**src/rtl/dicr_pkg.sv**
```systemverilog
package dicr_pkg;
    localparam int REG_W      = 32;
    localparam int MAX_CH     = 7;
    localparam int AUX_W      = 6;
    localparam int BUSERR_BIT = 15;
    localparam int EN_LSB     = 16;
    localparam int GEN_BIT    = 23;
    localparam int FLAG_LSB   = 24;
    localparam int MASTER_BIT = 31;

    typedef enum logic [0:0] {
        MST_QUIET  = 1'b0,
        MST_RAISED = 1'b1
    } mst_state_e;
endpackage

```
**src/rtl/dicr_ctrl_reg.sv**
```systemverilog
module dicr_ctrl_reg
    import dicr_pkg::*;
#(
    parameter int NUM_CH = 7
) (
    input  logic                 clk,
    input  logic                 rst_n,
    input  logic                 wr_en,
    input  logic [REG_W-1:0]     wr_data,
    output logic [AUX_W-1:0]     aux_q,
    output logic                 buserr_q,
    output logic [NUM_CH-1:0]    en_q,
    output logic                 gen_q,
    output logic                 buserr_d,
    output logic                 gen_d
);
    logic [AUX_W-1:0]  aux_d;
    logic [NUM_CH-1:0] en_d;

    // Next values of the plain writable fields
    always_comb begin
        aux_d    = aux_q;
        buserr_d = buserr_q;
        en_d     = en_q;
        gen_d    = gen_q;
        if (wr_en) begin
            aux_d    = wr_data[AUX_W-1:0];
            buserr_d = wr_data[BUSERR_BIT];
            en_d     = wr_data[EN_LSB +: NUM_CH];
            gen_d    = wr_data[GEN_BIT];
        end
    end

    always_ff @(posedge clk or negedge rst_n) begin
        if (!rst_n) begin
            aux_q    <= '0;
            buserr_q <= 1'b0;
            en_q     <= '0;
            gen_q    <= 1'b0;
        end else begin
            aux_q    <= aux_d;
            buserr_q <= buserr_d;
            en_q     <= en_d;
            gen_q    <= gen_d;
        end
    end
endmodule

```
**src/rtl/dicr_flag_bank.sv**
```systemverilog
module dicr_flag_bank #(
    parameter int NUM_CH = 7
) (
    input  logic              clk,
    input  logic              rst_n,
    input  logic              wr_en,
    input  logic [NUM_CH-1:0] clr_bits,
    input  logic [NUM_CH-1:0] done,
    input  logic [NUM_CH-1:0] en_q,
    output logic [NUM_CH-1:0] flag_q,
    output logic [NUM_CH-1:0] flag_d,
    output logic              any_flag_d
);
    for (genvar ch = 0; ch < NUM_CH; ch++) begin : g_flag
        logic clr_hit;
        logic set_hit;

        // A gated completion outranks a same-cycle clear
        assign clr_hit    = wr_en & clr_bits[ch];
        assign set_hit    = done[ch] & en_q[ch];
        assign flag_d[ch] = (flag_q[ch] & ~clr_hit) | set_hit;

        always_ff @(posedge clk or negedge rst_n) begin
            if (!rst_n) flag_q[ch] <= 1'b0;
            else        flag_q[ch] <= flag_d[ch];
        end
    end

    assign any_flag_d = |flag_d;
endmodule

```
**src/rtl/dicr_master_fsm.sv**
```systemverilog
module dicr_master_fsm
    import dicr_pkg::*;
(
    input  logic clk,
    input  logic rst_n,
    input  logic buserr_d,
    input  logic gen_d,
    input  logic any_flag_d,
    output logic master_q,
    output logic irq_pulse
);
    mst_state_e state_q;
    mst_state_e state_d;
    logic       raise_cond;

    assign raise_cond = buserr_d | (gen_d & any_flag_d);

    always_comb begin
        state_d = state_q;
        unique case (state_q)
            MST_QUIET:  if (raise_cond)  state_d = MST_RAISED;
            MST_RAISED: if (!raise_cond) state_d = MST_QUIET;
            default:                     state_d = MST_QUIET;
        endcase
    end

    // State register
    always_ff @(posedge clk or negedge rst_n) begin
        if (!rst_n) state_q <= MST_QUIET;
        else        state_q <= state_d;
    end

    // Output register: pulse only on the QUIET to RAISED transition
    always_ff @(posedge clk or negedge rst_n) begin
        if (!rst_n) irq_pulse <= 1'b0;
        else        irq_pulse <= (state_q == MST_QUIET) && (state_d == MST_RAISED);
    end

    assign master_q = (state_q == MST_RAISED);
endmodule

```
**src/rtl/dma_irq_ctrl.sv**
```systemverilog
module dma_irq_ctrl
    import dicr_pkg::*;
#(
    parameter int NUM_CH = 7
) (
    input  logic                 clk,
    input  logic                 rst_n,
    input  logic                 wr_en,
    input  logic [REG_W-1:0]     wr_data,
    input  logic [NUM_CH-1:0]    done,
    output logic [REG_W-1:0]     rd_data,
    output logic                 irq_pulse
);
    logic [AUX_W-1:0]  aux_q;
    logic              buserr_q, buserr_d;
    logic [NUM_CH-1:0] en_q;
    logic              gen_q, gen_d;
    logic [NUM_CH-1:0] flag_q, flag_d;
    logic              any_flag_d;
    logic              master_q;

    dicr_ctrl_reg #(.NUM_CH(NUM_CH)) u_ctrl (
        .clk      (clk),
        .rst_n    (rst_n),
        .wr_en    (wr_en),
        .wr_data  (wr_data),
        .aux_q    (aux_q),
        .buserr_q (buserr_q),
        .en_q     (en_q),
        .gen_q    (gen_q),
        .buserr_d (buserr_d),
        .gen_d    (gen_d)
    );

    dicr_flag_bank #(.NUM_CH(NUM_CH)) u_flags (
        .clk        (clk),
        .rst_n      (rst_n),
        .wr_en      (wr_en),
        .clr_bits   (wr_data[FLAG_LSB +: NUM_CH]),
        .done       (done),
        .en_q       (en_q),
        .flag_q     (flag_q),
        .flag_d     (flag_d),
        .any_flag_d (any_flag_d)
    );

    dicr_master_fsm u_master (
        .clk        (clk),
        .rst_n      (rst_n),
        .buserr_d   (buserr_d),
        .gen_d      (gen_d),
        .any_flag_d (any_flag_d),
        .master_q   (master_q),
        .irq_pulse  (irq_pulse)
    );

    always_comb begin
        rd_data                        = '0;
        rd_data[AUX_W-1:0]             = aux_q;
        rd_data[BUSERR_BIT]            = buserr_q;
        rd_data[EN_LSB +: NUM_CH]      = en_q;
        rd_data[GEN_BIT]               = gen_q;
        rd_data[FLAG_LSB +: NUM_CH]    = flag_q;
        rd_data[MASTER_BIT]            = master_q;
    end
endmodule

```
**config.mk**
```make
export PLATFORM = sky130hd
export DESIGN_NAME = dma_irq_ctrl
export DESIGN_NICKNAME = d
export VERILOG_FILES = /design/src/rtl/dicr_pkg.sv /design/src/rtl/dicr_ctrl_reg.sv /design/src/rtl/dicr_flag_bank.sv /design/src/rtl/dicr_master_fsm.sv /design/src/rtl/dma_irq_ctrl.sv
export SDC_FILE = /design/constraint.sdc
export NUM_CORES = 1
export LEC_CHECK = 0
export ABC_AREA = 1
export BUFFER_PORTS_ARGS = -buffer_cell sky130_fd_sc_hd__buf_2
export CORE_UTILIZATION = 40
export CTS_CLUSTER_SIZE = 28
export DETAILED_ROUTE_END_ITERATION = 6
export MAX_ROUTING_LAYER = met4
export PLACE_DENSITY = 0.79
export SLEW_MARGIN = 10
export SYNTH_ARGS = -nofsm -noshare
export SYNTH_HDL_FRONTEND = slang
export SYNTH_SLANG_ARGS = --single-unit
```
**constraint.sdc**
```tcl
create_clock -name clk -period 1.15 [get_ports clk]
set_input_delay 0.23 -clock clk [delete_from_list [all_inputs] [get_ports clk]]
set_output_delay 0.23 -clock clk [all_outputs]
set_load 0.01 [all_outputs]
```
==> impl_metrics.env <==
export IMPL_tightest_slew_ns=0.527
export IMPL_finalSetupViolCount=0
export IMPL_path_clk_slew_ns=0.14
export IMPL_numCtsBuffers=3
export IMPL_crit_buf_inv=1
export IMPL_placed_area_sq_mm=0.00133
export IMPL_maxCapViolations=0
export IMPL_finalMaxSlewViolations=0
export IMPL_fp_coreArea_sq_mm=0.00248
export IMPL_grt_ovfl_total=0
export IMPL_synthCells=96
export IMPL_fp_dieW_um=53.2
export IMPL_dr_first_iter_drc_count=4
export IMPL_cts_tree="done"
export IMPL_root_buffer="clkbuf_4"
export IMPL_synth_distinct_cells=12
export IMPL_grt_usage_pct=16.5
export IMPL_fmax_mhz=891
export IMPL_crit_slowest_cell="dfrtp_1"
export IMPL_layout_common_cells="55 x buf_2, 25 x nand2_1, 24 x dfrtp_1"
export IMPL_io_pins=75
export IMPL_clock_skew_ns=0.00670
export IMPL_drcViolationCount=0
export IMPL_power_density_mw_per_mm2=1440
export IMPL_synth_ff_latch_count=24
export IMPL_postRouteAntennaNets=0
export IMPL_drive_gt1_share_pct=54.5
export IMPL_totalWireLength_mm=2.06
export IMPL_nFillCells=214
export IMPL_antenna_found_initial=0
export IMPL_nNetsFinal=197
export IMPL_critPathKind="flop to primary output"
export IMPL_cts_sinks=24
export IMPL_clkLatencyLatePin_ns=0.31
export IMPL_dp_slack_ns=-0.0501
export IMPL_clockBufferDepth=2
export IMPL_dieArea_sq_mm=0.00283
export IMPL_place_congestion=0.697
export IMPL_period_share_pct=97.6
export IMPL_grt_max_degree=25
export IMPL_status="finished clean"
export IMPL_vias=823
export IMPL_vdd_drop_max_v=0.000886
export IMPL_relSlewSlack_pct=64.9
export IMPL_avgSynthCellArea_sq_um=10.9
export IMPL_antennaDiodeCount=0
export IMPL_placementRows=18
export IMPL_wire_per_inst_um=11.2
export IMPL_grt_pass1_vias=750
export IMPL_leakage_nw=0.750
export IMPL_cp_max_fo=2
export IMPL_viasPerCell=4.47
export IMPL_crit_required_ns=0.92
export IMPL_h_tree_depth=1
export IMPL_finalSetupTns_ns=0
export IMPL_cp_slowest_stage_delay_ns=0.43
export IMPL_place_hpwl_mm=1.59
export IMPL_start_util_pct=42.4
export IMPL_yosysWarnings=0
export IMPL_crit_arrival_ns=0.89
export IMPL_syn_to_final_growth_pct=32.7
export IMPL_portBuffers=55
export IMPL_timing_final_ws_setup_ns=0.0276
export IMPL_ys_seq_area_share_pct=57.2
export IMPL_grt_pass1_wl_mm=3.23
export IMPL_period_minus_slack_ns=1.12
export IMPL_critical_path_top_delay_family="flip-flops"
export IMPL_multi_input_area_sq_um=355
export IMPL_cp_cell_sequence="buf_2"
export IMPL_hold_class="input port to flop"
export IMPL_layout_commonest_cell="buf_2"
export IMPL_first_pass_iters=2
export IMPL_finalHoldViolCount=0
export IMPL_crit_path_end_kind="primary output"
export IMPL_stdcell_area_sq_mm=0.00139
export IMPL_regArea_sq_um=601
export IMPL_crit_path_start_kind="flop"
export IMPL_rsz0062_at_grt="true"
export IMPL_die_height_um=53.2
export IMPL_synth_area_sq_mm=0.00105
## cell families (layout without fill, tap and decap cells)
logic type             count (synthesis)  after routing  share of synthesized area, %
AND/OR/NAND/NOR                       34             34                          13.6
flip-flops                            24             24                          57.2
buffers and inverters                 19             69                          12.2
multiplexers                          13             13                          13.9
AO/OA/AOI/OAI                          5              5                          2.74
other                                  1              9                         0.357
## registers in the layout, summed over array words and instances, names as in the netlist
signal	cells
u_master.master_q	1
u_ctrl.gen_q	1
u_ctrl.aux_q	6
u_flags.flag_q	7
u_master.irq_pulse	1
u_ctrl.en_q	7
u_ctrl.buserr_q	1
## final cells by class
cell class	instances	area share, %
Clock inverter	1	2.16
Sequential cell	24	43.1
Multi-Input combinational cell	61	25.5
Timing Repair Buffer	60	23.5
Tap cell	30	2.70
Clock buffer	3	1.62
Inverter	5	1.35
## path summary, 6_finish.rpt
kind	from	to	slack (ns)	cells after the start
max	u_flags.flag_q[3]	rd_data[27]	0.03	1
min	done[3]	u_flags.flag_q[3]	0.13	3
max reg2reg	u_ctrl.en_q[2]	u_master.master_q	0.09	6
min reg2reg	u_master.master_q	u_master.irq_pulse	0.44	1
max in group asynchronous	rst_n	u_ctrl.aux_q[1]	0.39	2
min in group asynchronous	rst_n	u_ctrl.en_q[5]	0.40	2
## report_power, final
part | switching (mW) | total (mW) | internal, mW | leakage, nW
sequential | 0.0537 | 0.992 | 0.938 | 0.278
combinational | 0.209 | 0.402 | 0.194 | 0.444
clock | 0.257 | 0.610 | 0.352 | 0.0279
## cell usage after synthesis, drive strengths merged
cell	n	area, sq um
a21oi	1	5.00
conb	1	3.75
buf	14	109
nand2	31	131
nor2	3	11.3
mux2	13	146
o21ai	4	23.8
inv	5	18.8
dfrtp	24	601
## per-stage QoR
step	instances	hold WS (ns)	power (mW)	utilization, %
global route	184	0.117	2.12	56.2
finish	184	0.129	2.00	56.2
detailed placement	179	0.242	1.41	53.5
floorplan	104	-0.0656	1.24	-
global placement	179	0.228	1.39	53.5
CTS	184	0.113	2.03	56.1
## per-layer routing
| layer | up-vias | wire (um) | global-route usage (%) |
|---|---|---|---|
| met5 | - | 0 | - |
| met4 | 0 | 13 | 7.89 |
| met3 | 2 | 125 | 1.72 |
| met2 | 38 | 1090 | 29.2 |
| met1 | 386 | 823 | 18.3 |
| li1 | 397 | - | - |
## what timing repair did
item	in CTS	in global routing
setup buffers	0	0
hold buffers	1	0
setup endpoints to repair	0	8
gates resized for setup	0	2
endpoints found under the hold margin	24	0
Note: power is estimated with default switching activity, not from simulation.
